--- src/rtl/scs_pkg.sv ---
package scs_pkg;
  typedef enum logic [1:0] {
    OP_IDLE  = 2'd0,
    OP_LOAD  = 2'd1,
    OP_TRIM  = 2'd2,
    OP_ENTRY = 2'd3
  } scs_op_e;
endpackage

--- src/rtl/scs_ctrl.sv ---
module scs_ctrl
  import scs_pkg::*;
#(
  parameter int SEL_W = 5
) (
  input  logic           wr_stb,
  input  logic           prog_n,
  input  logic [SEL_W:0] prog_addr,
  output scs_op_e        op
);
  // Decode one strobe into load, trim write or entry write
  always_comb begin
    if (!wr_stb)                          op = OP_IDLE;
    else if (prog_n)                      op = OP_LOAD;
    else if (prog_addr[SEL_W-1:0] == '0)  op = OP_TRIM;
    else                                  op = OP_ENTRY;
  end
endmodule

--- src/rtl/scs_corr_ram.sv ---
module scs_corr_ram #(
  parameter int SEL_W  = 5,
  parameter int CORR_W = 12
) (
  input  logic              clk,
  input  logic              rst,
  input  logic              we,
  input  logic [SEL_W:0]    waddr,
  input  logic [CORR_W-1:0] wdata,
  input  logic              re,
  input  logic [SEL_W:0]    raddr,
  output logic [CORR_W-1:0] corr_q
);
  localparam int DEPTH = 1 << (SEL_W + 1);

  logic [CORR_W-1:0] mem [DEPTH];

  // Write port: no reset, so the array maps to block RAM
  always_ff @(posedge clk) begin
    if (we) mem[waddr] <= wdata;
  end

  // Registered read; segment zero is forced to a zero correction
  always_ff @(posedge clk) begin
    if (rst)                            corr_q <= '0;
    else if (re) begin
      if (raddr[SEL_W-1:0] == '0)       corr_q <= '0;
      else                              corr_q <= mem[raddr];
    end
  end
endmodule

--- src/rtl/scs_trim_reg.sv ---
module scs_trim_reg #(
  parameter int GAIN_W = 6
) (
  input  logic              clk,
  input  logic              rst,
  input  logic              we,
  input  logic [GAIN_W-1:0] gain_d,
  input  logic              mode_d,
  output logic [GAIN_W-1:0] gain_q,
  output logic              mode_q
);
  always_ff @(posedge clk) begin
    if (rst) begin
      gain_q <= '0;
      mode_q <= 1'b0;
    end else if (we) begin
      gain_q <= gain_d;
      mode_q <= mode_d;
    end
  end
endmodule

--- src/rtl/scs_code_reg.sv ---
module scs_code_reg #(
  parameter int CODE_W = 14
) (
  input  logic              clk,
  input  logic              rst,
  input  logic              le,
  input  logic [CODE_W-1:0] d,
  output logic [CODE_W-1:0] q
);
  always_ff @(posedge clk) begin
    if (rst)     q <= '0;
    else if (le) q <= d;
  end
endmodule

--- src/rtl/segcorr_store.sv ---
module segcorr_store
  import scs_pkg::*;
#(
  parameter int CODE_W = 14,
  parameter int SEL_W  = 5,
  parameter int CORR_W = 12,
  parameter int GAIN_W = 6
) (
  input  logic              clk,
  input  logic              rst,
  input  logic              wr_stb,
  input  logic              prog_n,
  input  logic [SEL_W:0]    prog_addr,
  input  logic [CODE_W-1:0] code_in,
  output logic [CODE_W-1:0] dac_code,
  output logic [CORR_W-1:0] corr_code,
  output logic [GAIN_W-1:0] gain_code,
  output logic              bipolar
);
  localparam int SEG_LO = CODE_W - SEL_W;

  scs_op_e          op;
  logic [SEL_W-1:0] seg;
  logic [SEL_W:0]   rd_addr;

  assign seg     = code_in[CODE_W-1:SEG_LO];
  assign rd_addr = {bipolar, seg};

  scs_ctrl #(.SEL_W(SEL_W)) u_ctrl (
    .wr_stb    (wr_stb),
    .prog_n    (prog_n),
    .prog_addr (prog_addr),
    .op        (op)
  );

  scs_code_reg #(.CODE_W(CODE_W)) u_code (
    .clk (clk),
    .rst (rst),
    .le  (op == OP_LOAD),
    .d   (code_in),
    .q   (dac_code)
  );

  scs_corr_ram #(.SEL_W(SEL_W), .CORR_W(CORR_W)) u_ram (
    .clk    (clk),
    .rst    (rst),
    .we     (op == OP_ENTRY),
    .waddr  (prog_addr),
    .wdata  (code_in[CORR_W-1:0]),
    .re     (op == OP_LOAD),
    .raddr  (rd_addr),
    .corr_q (corr_code)
  );

  scs_trim_reg #(.GAIN_W(GAIN_W)) u_trim (
    .clk    (clk),
    .rst    (rst),
    .we     (op == OP_TRIM),
    .gain_d (code_in[GAIN_W-1:0]),
    .mode_d (code_in[CODE_W-1]),
    .gain_q (gain_code),
    .mode_q (bipolar)
  );
endmodule

--- config.mk ---
export PLATFORM = sky130hd
export DESIGN_NAME = segcorr_store
export DESIGN_NICKNAME = d
export VERILOG_FILES = /design/src/rtl/scs_pkg.sv /design/src/rtl/scs_ctrl.sv /design/src/rtl/scs_corr_ram.sv /design/src/rtl/scs_trim_reg.sv /design/src/rtl/scs_code_reg.sv /design/src/rtl/segcorr_store.sv
export SDC_FILE = /design/constraint.sdc
export NUM_CORES = 1
export LEC_CHECK = 0
export BUFFER_PORTS_ARGS = -buffer_cell sky130_fd_sc_hd__buf_2
export CORE_MARGIN = 2
export CORE_UTILIZATION = 55
export DETAILED_ROUTE_END_ITERATION = 12
export GPL_TIMING_DRIVEN = 0
export HOLD_SLACK_MARGIN = 0.03
export PLACE_DENSITY = 0.71
export SLEW_MARGIN = 20
export SYNTH_ARGS = -nofsm -noshare
export SYNTH_HDL_FRONTEND = slang
export SYNTH_SLANG_ARGS = --single-unit
--- constraint.sdc ---
create_clock -name clk -period 5.3 [get_ports clk]
set_input_delay 0.795 -clock clk [delete_from_list [all_inputs] [get_ports clk]]
set_output_delay 0.795 -clock clk [all_outputs]
set_load 0.005 [all_outputs]
---- Word level (Yosys, flattened, before mapping) ----
Memory sizes are Yosys's and may differ from the RTL's.
Index checks and enable logic that the tools add are counted.
cells by class
  reduce and logical (&&, ||, !) cells .... 2
  multiplexer cells ....................... 6
  eq/ne operators ......................... 3
operators with widths
  operator                                             number
  2-to-1 mux 12 bit                                    1
  zero test 5 bit                                      2
  equality test 2 bit, second input constant           2
  2-to-1 mux 2 bit                                     2
  2-to-1 mux 1 bit                                     3
  equality test 2 x 1 -> 1 bit, second input constant  1
word-level totals
  register bits after elaboration ......... 33
  RAM bits ................................ 768
  word-level logic and storage cells ...... 16
  memories ................................ 1
memories
  memory     words  width  read ports  clocked after memory_dff  write ports  RTL line            RTL
  u_ram.mem  64     12     1           0                         1            scs_corr_ram.sv:16  logic [CORR_W-1:0] mem [DEPTH];

---- Logic depth before layout (Yosys ltp) ----
Gate-level depths: netlist (run 1).
  depth in word-level cells ............... 7
  mapped depth ............................ 9
  depth with buffers taken out ............ 5

---- Modules after synthesis ----
A second synthesis (run 1) with hierarchy kept.
unflattened totals
  cell total of the unflattened synthesis .. 1,497
  area, all modules ....................... 31,008.5 um^2
by module, submodules not included
  module         cells each  area an instance (um^2)  times used
  scs_corr_ram   1,424       30,207.7                 1
  scs_code_reg   45          508.0                    1
  scs_trim_reg   22          247.7                    1
  scs_ctrl       3           22.5                     1
  segcorr_store  3           22.5                     1

---- Worst setup path after synthesis (run 1) ----
Ideal clock, no wire load.
  kind .................................... input to register
  start ................................... in prog_addr[4]
  end ..................................... mem u_ram.mem[16][0] (enable)
  stages .................................. 4
  path buffers ............................ 2
  arrival ................................. 2.176 ns
  slack ................................... 2.744 ns
  required time ........................... 4.920 ns
  cells stage by stage .................... clkbuf_1 -> or3b_2 -> clkbuf_1 -> nor2_1
between the ends
  longest elaborated chain between the ends .. 7
ends and longest elaborated chain
  element                                 RTL line             RTL
  from (decl)                             segcorr_store.sv:13  input logic [SEL_W:0] prog_addr,
  zero test 5 bit                         scs_ctrl.sv:15       else if (prog_addr[SEL_W-1:0] == '0) op = OP_TRIM;
  2-to-1 mux 1 bit                        scs_ctrl.sv:15
  2-to-1 mux 2 bit                        scs_ctrl.sv:14       else if (prog_n) op = OP_LOAD;
  2-to-1 mux 2 bit                        scs_ctrl.sv:13       if (!wr_stb) op = OP_IDLE;
  equality test 2 bit                     segcorr_store.sv:47  .we (op == OP_ENTRY),
  2-to-1 mux 1 bit                        scs_corr_ram.sv:20   if (we) mem[waddr] <= wdata;
  2-to-1 mux 1 bit (implied by the code)  scs_corr_ram.sv:20
  to (decl)                               scs_corr_ram.sv:16
Several ways; a longest one is shown, not always the timed one.

---- Worst setup path after layout (run 1) ----
  start ................................... in code_in[10]
  end ..................................... reg u_ram.corr_q[4]
between the ends
  longest elaborated chain between the ends .. 2
  elaborated cells on any way between the ends .. 3
  classes of those cells .................. mux (1); reduce/logical (1); memory (1)
ends and longest elaborated chain
  element                                                         RTL line             RTL
  from (decl)                                                     segcorr_store.sv:14  input logic [CODE_W-1:0] code_in,
  memory (64 x 12 bit) / zero test 5 bit (equally long branches)  n/a
  2-to-1 mux 12 bit (*)                                           scs_corr_ram.sv:27   if (raddr[SEL_W-1:0] == '0) corr_q <= '0;
  to (signal assigned)                                            scs_corr_ram.sv:28   else corr_q <= mem[raddr];
  to (decl)                                                       scs_corr_ram.sv:12   output logic [CORR_W-1:0] corr_q
Mark *: on every way between the ends. The rest lies on a longest branch, timed or not.
A chain may end at the register's enable or synchronous reset.

==> flow_summary.ini, run 1 <==
[clock_network]
clk_pin_slew_worst_paths_ns = 0.06
root_buffer = clkbuf_16
ctsResizeCount = 0
cts_sinks = 801
clockBufferDepth = 3
cts_setup_buffers = 0
insertion_delay_ns = 0.64
cts_tree = yes
hold_buffers = 0
numCtsBuffers = 79
cts_max_level = 3

[sta]
hold_viol_final = 0
finalSetupViolCount = 0
drv_slew = 0
rsz0062_at_grt = no
tightest_slew_ns = 1.22
layout_setup_ws_ns = 1.60
tns_ns = 0
skew_ns = 0.0282
maxSlewHeadroom = 0.181
fmax_mhz = 270
fin_crit_sh = 0.698
fin_crit_ns = 3.70

[layout]
syn_to_final_growth_pct = 13.2
n_fill_cell = 3874
drive_gt1_frac = 0.241
final_nets = 1757
design_area_um2 = 35100
layoutNonFillerInstCount = 2553
finalCoreUtilization = 0.626

[hold_path]
hold_start = u_code.q[9]
whs_path_depth = 2
hold_class = reg2reg
min_to = u_code.q[9]

[synthesis]
yosys_register_bits = 801
synth_top_area_frac = 0.744
ys.flop_type = edfxtp_1
synth_cell_type_count = 51
synth.top_cells.by_count = 768 x edfxtp_1, 136 x mux2i_1, 136 x mux4_2, 84 x nor2_1, 69 x nand2_1
synthTopCellsByArea = edfxtp_1 74%, mux4_2 9.9%, mux2i_1 4.4%, dfxtp_1 2.1%, nor2_1 1.0%
syn-cell-area_um2 = 31000
yosysTopAreaCell = edfxtp_1
synthCells = 1575
async_flop_share = 0
yosysMostFrequentCell = edfxtp_1
avgSynthCellArea_um2 = 19.7
synth_edf_count = 768
yosysWarningCount = 0
ys_seq_area_frac = 0.765

[critical_path]
worst-path-max-fanout = 67
r2r-end = u_ram.corr_q[4]
end_kind = flop
arrival_ns = 4.27
path_cells = buf_4, buf_2, clkbuf_1, mux4_2, o22ai_1, nor3_1, o22a_1
crit_path_start_kind = input pin
rrSetupSlack_ns = 2.90
timing.rr.start = u_trim.mode_q
critPathKind = in2reg
rr_worst_depth = 5
crit_required_ns = 5.87
cpPeakStageDelay_ns = 0.95
cp_slowest_cell = nor3_1

[detailed_routing]
dr.pass1.iters = 7
routed_wirelength_um = 78100
wl_per_cell_um = 30.6
vias = 16434
viasPerCell = 6.44
drc = 0
drt_iter0_markers = 2227
ant_nets = 0

[grt]
use_met3 = 0.0740
antenna_found_initial = 7
grt-ovfl-total = 0
use_met2 = 0.432
grt_use_total = 0.274
grt_pass1_vias = 16119
grt_pass1_wl_um = 111000
gr-usage-met1 = 0.375
grt_max_degree = 68
busiest_layer = met2

[placed_design]
post_dp_cell_area_um2 = 32500
place_congestion = 0.886
io_buffer_count = 52
dp_hpwl_um = 48800
post-place-ws_ns = 0.858
dp_cells = 2408

[floorplanning]
io-pin-count = 57
start_util = 0.553
die_area_um2 = 58300
die_height_um = 241
rows = 87
dieWidth_um = 241
core_um2 = 56100

[power_and_ir_drop]
p_leak_nw = 11.5
power_density_nw_per_um2 = 379
ir_worst_vdd_uv = 302

[job]
max_cap_viol_count = 0

[outcome]
status = finished clean
[flip-flops by register name, indices dropped and copies added (netlist names)]
signal and flops:
u_trim.mode_q 1, u_ram.mem 768, u_ram.corr_q 12, u_trim.gain_q 6
u_code.q 14
[worst max path at each step]
stage                       from          endpoint  slack, ns
global route         code_in[10]   u_ram.corr_q[6]       1.67
CTS                  code_in[10]  u_ram.corr_q[11]       1.53
floorplan           prog_addr[4]  u_ram.mem[16][0]       2.74
global placement     code_in[10]   u_ram.corr_q[0]       0.95
detailed placement   code_in[10]  u_ram.corr_q[11]       0.86
finish               code_in[10]   u_ram.corr_q[4]       1.60
[worst max-delay path, delay by kind of cell]
family                 cells  cell delay (ns)
AO/OA/AOI/OAI              2             0.36
AND/OR/NAND/NOR            1             0.95
buffers and inverters      3             1.69
multiplexers               1             0.39
[layer usage]
layer | part of all wire | wire length [um]
met5 | 0.00079 | 62
met4 | 0.036 | 2770
met3 | 0.12 | 8990
met2 | 0.47 | 36700
met1 | 0.38 | 29600
[final cells by class]
type	count	area, um^2	area share
sequential	801	23700	0.676
multi-input combinational	709	7000	0.200
clock buffer	108	2190	0.0625
tap	756	946	0.0270
buffer	87	504	0.0144
clock inverter	33	383	0.0109
timing repair buffer	54	317	0.00902
antenna	4	10.0	0.000285
inverter	1	3.75	0.000107
[logic make-up (layout without fill, tap and decap cells)]
kind of cell | count (synthesis) | in the layout | synth area share
other | 1 | 28 | 0.000121
and+or+nand+nor | 234 | 234 | 0.0345
DFF | 801 | 801 | 0.765
muxes | 275 | 275 | 0.144
buffers and inverters | 88 | 283 | 0.0164
AOI/OAI and AO/OA | 176 | 176 | 0.0396
[through the flow]
step                      power, W  hold slack, ns
after floorplan            0.00749           0.453
after global placement     0.00777           0.439
after detailed placement   0.00779           0.443
after CTS                   0.0133           0.451
after global routing        0.0136           0.470
final                       0.0133           0.449
[power breakdown]
| group | total [W] | internal [W] | switching, W |
|---|---|---|---|
| logic | 0.000656 | 0.000225 | 0.000431 |
| clock network | 0.00562 | 0.00329 | 0.00233 |
| registers | 0.00701 | 0.00698 | 0.0000299 |
[cells in the final DEF, fill, tap and decap left out, types with 5 or more instances in the layout]
cell type / Yosys / routed
o221ai_1: 9 / 9
o22ai_1: 21 / 21
nor2b_1: 11 / 11
clkbuf_1: 26 / 49
and2_1: 5 / 5
dfxtp_1: 33 / 33
buf_1: 8 / 8
nor4_1: 5 / 5
nand2b_1: 5 / 5
buf_6: 9 / 10
clkbuf_16: 0 / 83
buf_2: 22 / 62
o211ai_1: 8 / 8
conb_1: 1 / 24
nor2_2: 0 / 62
nor2_1: 84 / 22
a21oi_1: 53 / 53
nand2_1: 69 / 69
bufinv_16: 0 / 8
mux2i_1: 136 / 136
o22a_1: 6 / 6
a31oi_1: 6 / 6
nor3_1: 9 / 9
clkinv_1: 0 / 9
a22oi_1: 39 / 39
buf_4: 22 / 34
nand3_1: 28 / 28
edfxtp_1: 768 / 768
mux4_2: 136 / 136
clkinv_2: 0 / 8
(Power assumes the default switching activity.)
==> inputs of run 2 (changes only) <==
ABC_AREA = 1   (was default)
clock period = 3.71 ns   (was 5.3 ns; I/O delays follow)
==> flow_summary.ini, run 2 <==
[outcome]
status = finished clean

[clock_network]
clk_pin_slew_worst_paths_ns = 0.06
cts_max_level = 3
cts_tree = yes
cts_setup_buffers = 0
numCtsBuffers = 81
clockBufferDepth = 3
ctsResizeCount = 0
hold_buffers = 0
root_buffer = clkbuf_16
insertion_delay_ns = 0.63
cts_sinks = 801

[critical_path]
worst-path-max-fanout = 65
path_cells = buf_4, buf_6, buf_2, buf_2, nand3_1, nand3_1, nand3_1, nand3_1, nand3_1, nand3_1, a21oi_1
rrSetupSlack_ns = 1.33
crit_required_ns = 4.18
timing.rr.start = u_trim.mode_q
cp_common_cell = nand3_1
cpPeakStageDelay_ns = 0.61
critPathKind = in2reg
crit_path_start_kind = input pin
rr_worst_depth = 7
arrival_ns = 3.39
cp_slowest_cell = buf_4
r2r-end = u_ram.corr_q[2]
end_kind = flop

[grt]
grt_pass1_wl_um = 141000
antenna_found_initial = 3
grt_use_total = 0.331
grt-ovfl-total = 0
grt_pass1_vias = 21168
grt_max_degree = 66

[placed_design]
place_congestion = 0.945
dp_hpwl_um = 67400
io_buffer_count = 54
dp_cells = 3645

[detailed_routing]
viasPerCell = 5.94
wl_per_cell_um = 26.2
ant_nets = 0
routed_wirelength_um = 99400
vias = 22513
dr.pass1.iters = 6
drc = 0
drt_iter0_markers = 2999

[sta]
tns_ns = 0
hold_viol_final = 0
drv_slew = 0
fmax_mhz = 343
fin_crit_sh = 0.787
skew_ns = 0.0215
tightest_slew_ns = 1.12
finalSetupViolCount = 0
fin_hold_ws_ns = 0.284
rsz0062_at_grt = no
maxSlewHeadroom = 0.250
fin_crit_ns = 2.92

[power_and_ir_drop]
pwr-share-comb = 0.068
netSwitchingPower_w = 0.00435
internal-power_w = 0.0146
ir_worst_vdd_uv = 404
switching_share = 0.230
p_leak_nw = 13.5
power_density_nw_per_um2 = 518
power_w = 0.0189
clkPwrFrac = 0.403
pwr-share-seq = 0.529

[layout]
largest_reg_flops = 768
layout_common_cells = 1105 x nand2_1, 768 x edfxtp_1, 465 x nand3_1
final_nets = 2979
layoutNonFillerInstCount = 3790
n_fill_cell = 4491
top_regs = u_ram.mem (768), u_code.q (14), u_ram.corr_q (12)
syn_to_final_growth_pct = 12.6
regMostFlops = u_ram.mem
final_common_cell = nand2_1
drive_gt1_frac = 0.121

[floorplanning]
core_um2 = 58700
die_height_um = 247
rows = 89
io-pin-count = 57
die_area_um2 = 60900
start_util = 0.553
dieWidth_um = 247

[synthesis]
synth_edf_count = 768
avgSynthCellArea_um2 = 11.6
yosysWarningCount = 0
yosysMostFrequentCell = nand2_1
async_flop_share = 0
synthCells = 2788
ys_seq_area_frac = 0.732
synth_cell_type_count = 23
syn-cell-area_um2 = 32400
synth_top_area_frac = 0.711
yosys_register_bits = 801
ys.flop_type = edfxtp_1
synth.top_cells.by_count = 1105 x nand2_1, 768 x edfxtp_1, 465 x nand3_1, 116 x a21oi_1, 94 x nor2_1
yosysTopAreaCell = edfxtp_1
synthTopCellsByArea = edfxtp_1 71%, nand2_1 13%, nand3_1 7.2%, dfxtp_1 2.0%, a21oi_1 1.8%

[hold_path]
hold_start = code_in[2]
hold_class = in2reg
min_to = u_ram.mem[53][2]
whs_path_depth = 1

[job]
max_cap_viol_count = 0
-- run 2: cell count changes in the layout (fill, tap and decap cells not counted), moves of 39 or more --
cell     previous run  this run
nand3_1            28       465
nand2_1            69      1105
buf_2              62       105
mux4_2            136         0
mux2i_1           136         0
a21oi_1            53       116
a22oi_1            39         0
-- run 2: logic make-up after synthesis --
kind of cell | Yosys count | share of synthesized area
AOI/OAI and AO/OA | 123 | 0.0196
other | 1 | 0.000116
and+or+nand+nor | 1682 | 0.214
buffers and inverters | 181 | 0.0345
DFF | 801 | 0.732
-- run 2: area by class of cell --
| cell class | count | area [um^2] | area share |
|---|---|---|---|
| clock inverters | 37 | 249 | 0.00682 |
| well taps | 773 | 967 | 0.0265 |
| clock buffers | 107 | 2170 | 0.0595 |
| diodes | 1 | 2.50 | 0.0000685 |
| multi-input cells | 1829 | 7810 | 0.214 |
| plain buffers | 164 | 1050 | 0.0287 |
| flip-flops and latches | 801 | 23700 | 0.650 |
| repair buffers | 61 | 470 | 0.0129 |
| inverters | 17 | 71.3 | 0.00195 |
-- run 2: worst max-delay path by stage --
stage,from,endpoint,slack [ns],depth (start not counted)
2_1_floorplan,prog_addr[4],u_ram.mem[10][0],1.53,6
3_3_place_gp,code_in[10],u_ram.corr_q[3],-0.13,11
3_5_place_dp,prog_addr[3],u_ram.mem[50][11],0.19,7
4_1_cts,prog_addr[3],u_ram.mem[50][5],0.85,7
5_1_grt,code_in[10],u_ram.corr_q[3],0.73,11
6_report,code_in[10],u_ram.corr_q[3],0.79,11
-- run 2: per-stage QoR --
step / instance area, um^2 / utilization / worst slack [ns]
floorplan: 32500 / - / 1.53
CTS: 36400 / 0.621 / 0.845
finish: 36500 / 0.622 / 0.791
global route: 36500 / 0.622 / 0.731
detailed placement: 34000 / 0.579 / 0.194
global placement: 33700 / 0.575 / -0.134
-- run 2: worst max-delay path, delay by kind of cell --
family,cells,cell delay [ns]
compound gates,1,0.09
buf+inv,4,1.57
simple gates,6,1.06
-- run 2: power by group through the flow --
stage / combinational [W] / sequential (W) / clock, W
2_1_floorplan: 0.000623 / 0.0102 / 0
3_3_place_gp: 0.00121 / 0.0102 / 0
3_5_place_dp: 0.00126 / 0.0102 / 0
4_1_cts: 0.00126 / 0.0100 / 0.00765
5_1_grt: 0.00137 / 0.0100 / 0.00801
6_report: 0.00129 / 0.0100 / 0.00762
-- run 2: routing by layer --
metal	vias to the layer above	global-route usage	share of wire
li1	10012	-	-
met1	10915	0.431	0.37
met2	1329	0.515	0.46
met3	257	0.0544	0.092
met4	0	0.222	0.074
met5	-	0	0
==> inputs of run 3 (changes only) <==
PLACE_DENSITY = 0.74   (was 0.71)
clock period = 2.4 ns   (was 3.71 ns; I/O delays follow)
==> flow_summary.ini, run 3 (synthesis results as in run 2) <==
[outcome]
status = finished, violations left
violations = setup timing

[critical_path]
r2r-end = u_ram.corr_q[3]
rr_worst_depth = 7
end_kind = flop
crit_required_ns = 2.65
timing.rr.start = u_trim.mode_q
critPathKind = in2reg
crit_path_start_kind = input pin
worst-path-max-fanout = 12
arrival_ns = 2.77
rrSetupSlack_ns = 0.09

[sta]
fin_hold_ws_ns = 0.0837
finalSetupViolCount = 97
fin_crit_sh = 1.05
maxSlewHeadroom = 0.224
drv_slew = 0
layout_setup_ws_ns = -0.122
fin_crit_ns = 2.52
rsz0062_at_grt = yes
skew_ns = 0.0245
tightest_slew_ns = 1.16
hold_viol_final = 0
fmax_mhz = 397

[layout]
drive_gt1_frac = 0.127
syn_to_final_growth_pct = 13.4
layoutNonFillerInstCount = 3797
regMostFlops = u_ram.mem
layout_common_cells = 1105 x nand2_1, 768 x edfxtp_1, 465 x nand3_1
final_nets = 2981
top_regs = u_ram.mem (768), u_code.q (14), u_ram.corr_q (12)
largest_reg_flops = 768
final_common_cell = nand2_1
finalCoreUtilization = 0.626

[clock_network]
root_buffer = clkbuf_16
cts_tree = yes
numCtsBuffers = 80
clockBufferDepth = 3
hold_buffers = 0
insertion_delay_ns = 0.64
clk_pin_slew_worst_paths_ns = 0.06
cts_sinks = 801
cts_max_level = 3

[power_and_ir_drop]
switching_share = 0.229
p_leak_nw = 13.6
internal-power_w = 0.0230
clkPwrFrac = 0.414
netSwitchingPower_w = 0.00682
pwr-share-comb = 0.067
ir_worst_vdd_uv = 808
pwr-share-seq = 0.519
power_density_nw_per_um2 = 810

[hold_path]
hold_class = in2reg
whs_path_depth = 1
hold_start = code_in[2]
min_to = u_ram.mem[50][2]

[job]
max_cap_viol_count = 0

[floorplanning]
die_area_um2 = 60900
core_um2 = 58700
start_util = 0.553
io-pin-count = 57
dieWidth_um = 247
rows = 89
die_height_um = 247

[grt]
antenna_found_initial = 4
grt_pass1_wl_um = 142000
grt_use_total = 0.331
grt_pass1_vias = 21953
grt-ovfl-total = 0
grt_max_degree = 67

[detailed_routing]
drt_iter0_markers = 3199
vias = 22853
wl_per_cell_um = 26.3
ant_nets = 0
dr.pass1.iters = 6
routed_wirelength_um = 100000
drc = 0
viasPerCell = 6.02

[placed_design]
dp_hpwl_um = 66600
place_congestion = 1.00
io_buffer_count = 54
dp_cells = 3644
==> run 3: layer usage <==
layer	vias up	share of wire	track usage
li1	9999	-	-
met1	11185	0.37	0.428
met2	1403	0.46	0.519
met4	0	0.074	0.225
met3	266	0.096	0.0526
met5	-	0	0
==> run 3: final cells by class <==
class / count / area [um^2]
Fill cell: 4458 / 21900
Tap cell: 773 / 967
Sequential cell: 801 / 23700
Multi-Input combinational cell: 1829 / 7880
Clock inverter: 40 / 312
Timing Repair Buffer: 64 / 498
Antenna cell: 1 / 2.50
Clock buffer: 108 / 2260
Inverter: 17 / 71.3
Buffer: 164 / 1050
==> run 3: worst max path at each step <==
stage            startpoint               end  slack (ns)
6_report       prog_addr[3]  u_ram.mem[30][6]       -0.12
5_1_grt        prog_addr[3]  u_ram.mem[62][3]       -0.19
4_1_cts        prog_addr[3]  u_ram.mem[18][5]       -0.27
3_5_place_dp   prog_addr[3]  u_ram.mem[3][10]       -0.99
3_3_place_gp    code_in[11]   u_ram.corr_q[3]       -1.14
2_1_floorplan  prog_addr[4]  u_ram.mem[10][0]        0.42
==> run 3: stage by stage <==
stage	total power [W]	worst slack, ns	TNS [ns]	instance area, um^2
CTS	0.0297	-0.272	-9.41	36600
global placement	0.0176	-1.14	-379.77	33700
detailed placement	0.0177	-0.994	-411.12	34000
global route	0.0305	-0.190	-17.38	36800
finish	0.0298	-0.122	-6.67	36800
floorplan	0.0167	0.418	0	32500
==> run 3: power by group through the flow <==
| stage | clock network (W) | registers, W | logic, W |
|---|---|---|---|
| after CTS | 0.0124 | 0.0154 | 0.00194 |
| after global routing | 0.0129 | 0.0155 | 0.00211 |
| after floorplan | 0 | 0.0157 | 0.000963 |
| final | 0.0123 | 0.0154 | 0.00201 |
| after detailed placement | 0 | 0.0157 | 0.00192 |
| after global placement | 0 | 0.0158 | 0.00184 |
==> run 3: critical path: stages <==
cell and delay [ns]:
buf_2 0.19, inv_1 0.13, nand4_1 0.17, nand3_1 0.11, inv_1 0.20, nand4_1 0.65
nor2_2 0.95
==> run 3: what timing repair did <==
action,4_1_cts,5_1_grt
pin swaps,0,1
setup buffers,3,1
resized for setup,20,18
endpoints found under the setup margin,232,287
